File: src/rtl/fpx_pkg.sv
package fpx_pkg;

   // rounding modes as encoded in the status word selector field
   typedef enum logic [1:0] {
      RM_NEAREST = 2'd0,
      RM_ZERO    = 2'd1,
      RM_UP      = 2'd2,
      RM_DOWN    = 2'd3
   } fpx_rmode_e;

   localparam int RM_W     = 2;
   localparam int RM_COUNT = 1 << RM_W;

   // place an exception vector at a base position of a word
   function automatic logic [31:0] place_bits(input logic [31:0] vec, input int base);
      return vec << base;
   endfunction

endpackage

File: src/rtl/fpx_exc_map.sv
module fpx_exc_map #(
   parameter int WORD_W   = 32,
   parameter int EXC_N    = 5,
   parameter int ENA_LSB  = 0,
   parameter int FLAG_LSB = 27
) (
   input  logic [EXC_N-1:0]  exc,
   output logic [WORD_W-1:0] ena_vec,
   output logic [WORD_W-1:0] flag_vec
);
   localparam int SHIFT = FLAG_LSB - ENA_LSB;

   // each condition goes to the position of its own enable bit
   for (genvar k = 0; k < WORD_W; k++) begin : g_ena
      if (k >= ENA_LSB && k < ENA_LSB + EXC_N) begin : g_hit
         assign ena_vec[k] = exc[k-ENA_LSB];
      end else begin : g_zero
         assign ena_vec[k] = 1'b0;
      end
   end

   // flags sit a fixed distance above the enables
   assign flag_vec = ena_vec << SHIFT;

endmodule

File: src/rtl/fpx_round_decode.sv
module fpx_round_decode
   import fpx_pkg::*;
(
   input  logic [RM_W-1:0]     rm_field,
   input  logic                ftz_bit,
   output logic [RM_COUNT-1:0] rnd_sel,
   output logic                flush_inputs,
   output logic                flush_result
);
   for (genvar m = 0; m < RM_COUNT; m++) begin : g_mode
      assign rnd_sel[m] = (rm_field == RM_W'(m));
   end

   // one control bit governs both flush points
   assign flush_inputs = ftz_bit;
   assign flush_result = ftz_bit;

endmodule

File: src/rtl/fpx_status_reg.sv
module fpx_status_reg #(
   parameter int WORD_W  = 32,
   parameter int ENA_LSB = 0,
   parameter int EXC_N   = 5
) (
   input  logic              clk,
   input  logic              rst,
   input  logic              wr_en,
   input  logic [WORD_W-1:0] wr_data,
   input  logic              op_done,
   input  logic [WORD_W-1:0] ena_vec,
   input  logic [WORD_W-1:0] flag_vec,
   output logic [WORD_W-1:0] status_q,
   output logic              trap_q
);
   localparam logic [WORD_W-1:0] ENA_MASK = ((WORD_W'(1) << EXC_N) - WORD_W'(1)) << ENA_LSB;

   logic hit;
   assign hit = |(ena_vec & status_q & ENA_MASK);

   always_ff @(posedge clk) begin
      if (rst) begin
         status_q <= '0;
         trap_q   <= 1'b0;
      end else begin
         trap_q <= op_done && !wr_en && hit;
         if (wr_en) begin
            status_q <= wr_data;
         end else if (op_done) begin
            status_q <= status_q | flag_vec;
         end
      end
   end

endmodule

File: src/rtl/fpx_status_unit.sv
module fpx_status_unit
   import fpx_pkg::*;
#(
   parameter int WORD_W   = 32,
   parameter int EXC_N    = 5,
   parameter int ENA_LSB  = 0,
   parameter int FLAG_LSB = 27,
   parameter int FTZ_BIT  = 5,
   parameter int RM_LSB   = 9
) (
   input  logic                clk,
   input  logic                rst,
   input  logic                sw_wr_en,
   input  logic [WORD_W-1:0]   sw_wr_data,
   input  logic                op_done,
   input  logic [EXC_N-1:0]    exc_raw,
   output logic [WORD_W-1:0]   status_word,
   output logic                trap_req,
   output logic [RM_COUNT-1:0] rnd_sel,
   output logic                flush_inputs,
   output logic                flush_result
);
   // elaboration-time layout checks
   if (FLAG_LSB + EXC_N > WORD_W) begin : g_bad_flags
      $error("flags field exceeds status word");
   end
   if (FLAG_LSB < ENA_LSB + EXC_N) begin : g_bad_order
      $error("flags field must sit above the enables field");
   end
   if (FTZ_BIT >= ENA_LSB && FTZ_BIT < ENA_LSB + EXC_N) begin : g_bad_ftz
      $error("flush bit overlaps the enables");
   end
   if (RM_LSB + RM_W > FLAG_LSB || RM_LSB < ENA_LSB + EXC_N) begin : g_bad_rm
      $error("rounding field overlaps another field");
   end
   if (FTZ_BIT >= RM_LSB && FTZ_BIT < RM_LSB + RM_W) begin : g_bad_ftz_rm
      $error("flush bit overlaps the rounding field");
   end

   logic [WORD_W-1:0] ena_vec;
   logic [WORD_W-1:0] flag_vec;

   fpx_exc_map #(
      .WORD_W(WORD_W), .EXC_N(EXC_N), .ENA_LSB(ENA_LSB), .FLAG_LSB(FLAG_LSB)
   ) u_map (
      .exc(exc_raw), .ena_vec(ena_vec), .flag_vec(flag_vec)
   );

   fpx_status_reg #(
      .WORD_W(WORD_W), .ENA_LSB(ENA_LSB), .EXC_N(EXC_N)
   ) u_reg (
      .clk(clk), .rst(rst), .wr_en(sw_wr_en), .wr_data(sw_wr_data),
      .op_done(op_done), .ena_vec(ena_vec), .flag_vec(flag_vec),
      .status_q(status_word), .trap_q(trap_req)
   );

   fpx_round_decode u_rdec (
      .rm_field(status_word[RM_LSB +: RM_W]),
      .ftz_bit(status_word[FTZ_BIT]),
      .rnd_sel(rnd_sel),
      .flush_inputs(flush_inputs),
      .flush_result(flush_result)
   );

endmodule

File: config.mk
export PLATFORM = sky130hd
export DESIGN_NAME = fpx_status_unit
export DESIGN_NICKNAME = d
export VERILOG_FILES = /design/src/rtl/fpx_pkg.sv /design/src/rtl/fpx_exc_map.sv /design/src/rtl/fpx_round_decode.sv /design/src/rtl/fpx_status_reg.sv /design/src/rtl/fpx_status_unit.sv
export SDC_FILE = /design/constraint.sdc
export NUM_CORES = 1
export LEC_CHECK = 0
export ABC_CLOCK_PERIOD_IN_PS = 800
export CAP_MARGIN = 0
export CELL_PAD_IN_SITES_DETAIL_PLACEMENT = 2
export CELL_PAD_IN_SITES_GLOBAL_PLACEMENT = 2
export CORE_UTILIZATION = 29
export CTS_CLUSTER_DIAMETER = 200
export DETAILED_ROUTE_END_ITERATION = 16
export DONT_BUFFER_PORTS = 1
export PLACE_DENSITY_LB_ADDON = 0.1
export SKIP_LAST_GASP = 1
export SLEW_MARGIN = 20
export SYNTH_ARGS = -nofsm -noshare
export SYNTH_HDL_FRONTEND = slang
export SYNTH_SLANG_ARGS = --single-unit
File: constraint.sdc
create_clock -name clk -period 0.8 [get_ports clk]
set_input_delay 0.2 -clock clk [delete_from_list [all_inputs] [get_ports clk]]
set_output_delay 0.2 -clock clk [all_outputs]
set_load 0.02 [all_outputs]
After elaboration in Yosys (flattened, before gate mapping)
Cells that the tools add are included.
W data, S select, Z words.
{"block": "word_totals", "regBits": 33, "out_inout_bits": 39, "inputBits": 41, "rom_bits": 0, "ram_bits": 0, "memories": 0, "elab_cells": 15, "latch_bits": 0}
{"block": "op_classes", "mul": 0, "add_sub_neg": 0, "n_eq_ne": 3, "div": 0, "n_reduce_logical": 6, "muxes": 2, "n_lt_le_gt_ge": 0, "n_bitwise": 2, "shift": 0}
{"operator": "$mux W32", "n": 2}
{"operator": "$or A32 B32 Y32", "n": 1}
{"operator": "$and A5 B5 Y5", "n": 1}
{"operator": "$reduce_or A5 Y1", "n": 1}
{"operator": "$eq A2 B2 Y1 const B", "n": 2}
{"operator": "$eq A2 B1 Y1 const B", "n": 1}
{"operator": "$logic_and A1 B1 Y1", "n": 2}
{"operator": "$logic_not A2 Y1", "n": 1}
{"operator": "$reduce_bool A2 Y1", "n": 1}
{"operator": "$logic_not A1 Y1", "n": 1}

Depth between registers and ports, before layout
{"block": "depth", "word_depth": 3, "mapped_depth": 4, "mapped_depth_nobuf": 2}

Modules after synthesis
From an unflattened synthesis, not the netlist that was laid out.
{"block": "unflattened", "cells_unflattened": 219, "area_unflattened_um2": 1891.8}
{"mod": "fpx_status_reg", "area_per_inst_um2": 1366.3, "cells_per_inst": 148, "n_inst": 1}
{"mod": "fpx_exc_map", "area_per_inst_um2": 484.2, "cells_per_inst": 65, "n_inst": 1}
{"mod": "fpx_round_decode", "area_per_inst_um2": 41.3, "cells_per_inst": 6, "n_inst": 1}

Worst setup path after synthesis
Ideal clock, no wire load.
{"block": "synth_path", "path_type": "register to output", "from": "register u_reg.status_q[10]", "to": "output port rnd_sel[2]", "stages_incl_launch_ff": 2, "required_time_ns": 0.600, "n_path_buf": 0, "arrival_ns": 0.856, "path_slack_ns": -0.256, "cell_sequence": "dfxtp_1 > nor2b_1"}
{"block": "synth_between", "elab_chain_len": 1}
{"item": "from (decl)", "line_no": "fpx_status_reg.sv:13", "rtl": "output logic [WORD_W-1:0] status_q,"}
{"item": "from (signal assigned)", "line_no": "fpx_status_reg.sv:28", "rtl": "status_q <= wr_data;"}
{"item": "from (signal assigned)", "line_no": "fpx_status_reg.sv:30", "rtl": "status_q <= status_q | flag_vec;"}
{"item": "$eq A2 B2 Y1", "line_no": "fpx_round_decode.sv:11", "rtl": "assign rnd_sel[m] = (rm_field == RM_W'(m));"}
{"item": "to (decl)", "line_no": "fpx_status_unit.sv:19", "rtl": "output logic [RM_COUNT-1:0] rnd_sel,"}
No other way between the ends.

Final worst setup path
{"block": "layout_path", "from": "register u_reg.status_q[9]", "to": "output port rnd_sel[1]"}
{"block": "layout_between", "elab_chain_len": 1}
{"item": "$eq A2 B1 Y1", "line_no": "fpx_round_decode.sv:11"}
No other way between the ends.

==> metrics.md <==
| Metric | Value |
|---|---|
| Vias per inst | 5.01 |
| Drt total wl | between 3 and 4 mm |
| Largest net degree at the start of global routing | 39 |
| TNS Setup | -4470 ps |
| Crit path cell chain | nor2b_4 |
| WS Path Type | reg2out |
| Share of cells above drive strength 1 | 43.9% |
| Synth warnings | 0 |
| Max Cap Viol | 0 |
| I/O Pins | 80 |
| Status | finished, violations left |
| CP startpoint | u_reg.status_q[9] |
| Worst Hold End | u_reg.status_q[0] |
| First-pass GRT wire length | 4.59 mm |
| Clock buffer depth | 2 |
| Hold_sp | rst |
| Drt wl/cell | 16.9 microns |
| Hold Path Depth | 1 |
| CTS H-Tree Depth | 2 |
| CTS Buf Count | 5 |
| R2r startpoint | u_reg.status_q[2] |
| HPWL after detailed placement | 2.13 mm |
| Count of different cell masters after synthesis | 15 |
| VDD IR max | 0.000889 V |
| Latest clock arrival within the worst-skew pair | 280 ps |
| N_diodes | 0 |
| Grt ovf | 0 |
| CP Data Arrival Time | roughly 890 ps |
| RSZ-0062 raised after global routing | true |
| Register area share after synthesis | 53.2% |
| First-pass DRT Iterations | 4 |
| Minimum clock period | 1090 ps |
| Final setup fails | 41 |
| Antenna Nets Post-Route | 0 |
| Slew margin rel. | around four fifths |
| Place WS | -111 ps |
| GRT Resource Usage Total | 14.1% |
| Die outline height | 67.5 microns |
| Pwr/cell area | 2150 mW/mm^2 |
| Net count, final | 173 |
| Syn Inst Count | 120 |
| Die ar. | approximately 0.0046 sq mm |
| Crit path max fanout | 6 |
| Syn_area_per_cell | ~10 sq um |
| Top cells by area, synth | dfxtp_1, mux2i_1, nor2_1 |
| Synth top area share | 53.2% |
| Vias in the first global route | between 900 and 1,000 |
| HP Class | in2reg |
| Post-Synthesis Net Count | 161 |
| Core area | 0.00406 sq mm |
| Port Buffers | 0 |
| Top FF cell, synth | dfxtp_1 |
| # DRC | 0 |
| Asr flop ratio synth | 0% |
| CTS root buf | clkbuf_8 |
| Clk sinks | 33 |
| TritonCTS clock tree | built |
| Capturing point of the worst reg2reg path | u_reg.trap_q |
| Reg2reg setup slack | -90 ps |
| Bufs and invs on worst path | 0 |
| Initial antenna violation count | 0 |
| CP max-delay cell | dfxtp_4 |
| Fin. max-slew vios | 0 |
| Worst Tran Pin Value | 305 ps |
| Clock Skew | 5.66 ps |
| CP endpoint kind | primary output |
| Number of fillers in the final layout | roughly 430 |
| Via count | 911 |
| Setup crit start kind | register |
| Leak pwr | 0.684 nW |
| Slowest Stage Delay on Critical Path | ~400 ps |
| Final hold vios | 32 |
| Final period utilization | 136% |
| DIE WIDTH | 67.5 microns |
| CTS clk-pin slew, worst paths | 70 ps |
| Mapped Area | 0.00124 sq mm |
| Seq cells post-synth | 33 |
| Setup slack after layout | -288 ps |
| Max Freq | 0.919 GHz |
| Routability cong. | 0.604 |
| Reg2Reg Depth | 2 |
| Worst endpoint required time | 600 ps |
| Critical path's top delay family | flip-flops |
| Synth area leader | dfxtp_1 |
| Synthesis-to-finish area growth | 30.6% |
| Failing checks | negative hold slack, negative setup slack |
| Placement Rows | 23 |
| EDFF count, synth | 0 |
| Initial Utilization | 30.6% |
| DRT iter0 DRCs | 19 |
| Hold WS | -24.3 ps |
## worst max path at each step
| stage | to | slack (ps) | depth (start not counted) |
|---|---|---|---|
| 6_report | rnd_sel[1] | -290 | 1 |
| 5_1_grt | rnd_sel[2] | -320 | 1 |
| 4_1_cts | rnd_sel[0] | -300 | 1 |
| 3_5_place_dp | u_reg.trap_q | -110 | 2 |
| 3_3_place_gp | u_reg.trap_q | -40 | 2 |
| 2_1_floorplan | u_reg.trap_q | -70 | 2 |
## worst register-to-register path: stages (launching register included)
cell and delay (ps):
dfxtp_2 330, a222oi_1 330, a21oi_1 120
## repair_timing
| item | in CTS | in global routing |
|---|---|---|
| setup endpoints to repair | 40 | 40 |
| resized for setup | 58 | 1 |
| hold endpoints to repair | 32 | 32 |
| buffers inserted | 2 | 1 |
| pin swaps | 2 | 1 |
## through the flow
stage / instances / total power (W) / utilization [%] / area, sq um
after CTS: 181 / 0.00354 / 39.7 / 1610
after detailed placement: 172 / 0.00228 / 34.2 / 1390
final: 182 / 0.00350 / 40.0 / 1620
after global placement: 172 / 0.00226 / 34.2 / 1390
after global routing: 182 / 0.00366 / 40.0 / 1620
after floorplan: 120 / 0.00223 / - / 1280
## per-layer routing
layer / global-route usage, % / up-vias / wire, microns / part of all wire [%]
li1: - / 426 / - / -
met1: 14.1 / 436 / 1130 / 37
met2: 25.3 / 44 / 1630 / 53
met3: 5.57 / 5 / 281 / 9.1
met4: 7.18 / 0 / 41 / 1.3
met5: 0 / - / 0 / 0
## sequential cells by signal, summed over array words and instances (netlist names)
name,count
u_reg.status_q,32
u_reg.trap_q,1
## cell families (layout without fill, tap and decap cells)
group	after synthesis	count (layout)	share of synthesized area [%]
and+or+nand+nor	42	42	15.2
buffers and inverters	10	22	5.04
DFF	33	33	53.2
AOI/OAI and AO/OA	8	8	4.83
muxes	27	27	21.8
## layout by cell type, fill, tap and decap left out, drive strengths merged
master  count
a22oi       1
a211oi      5
or3b        1
a222oi      1
nor2b       7
clkbuf      7
nor3        5
a21oi       1
buf        15
dfxtp      33
nor2       28
and2        1
mux2i      27
## cell usage after synthesis, types with 2 or more instances
library cell and instances:
nor3_1 5, clkbuf_1 3, buf_2 2, dfxtp_1 33, nor2_1 28, nor2b_1 7, buf_4 4, mux2i_1 27
a211oi_1 5
## power by group
part / total [W] / internal [W] / switching, W
registers: 0.00188 / 0.00173 / 0.000155
logic: 0.000373 / 0.000212 / 0.000160
clock network: 0.00124 / 0.000682 / 0.000559
## final cells by class
cell class              instances  area (sq um)  share of cell area, %
repair buffers                 15           175                   10.8
flip-flops and latches         33           759                   46.8
well taps                      50          62.6                   3.86
clock buffers                   7          86.3                   5.32
multi-input cells              77           539                   33.2
No activity file was read; power rests on OpenSTA's default activity.
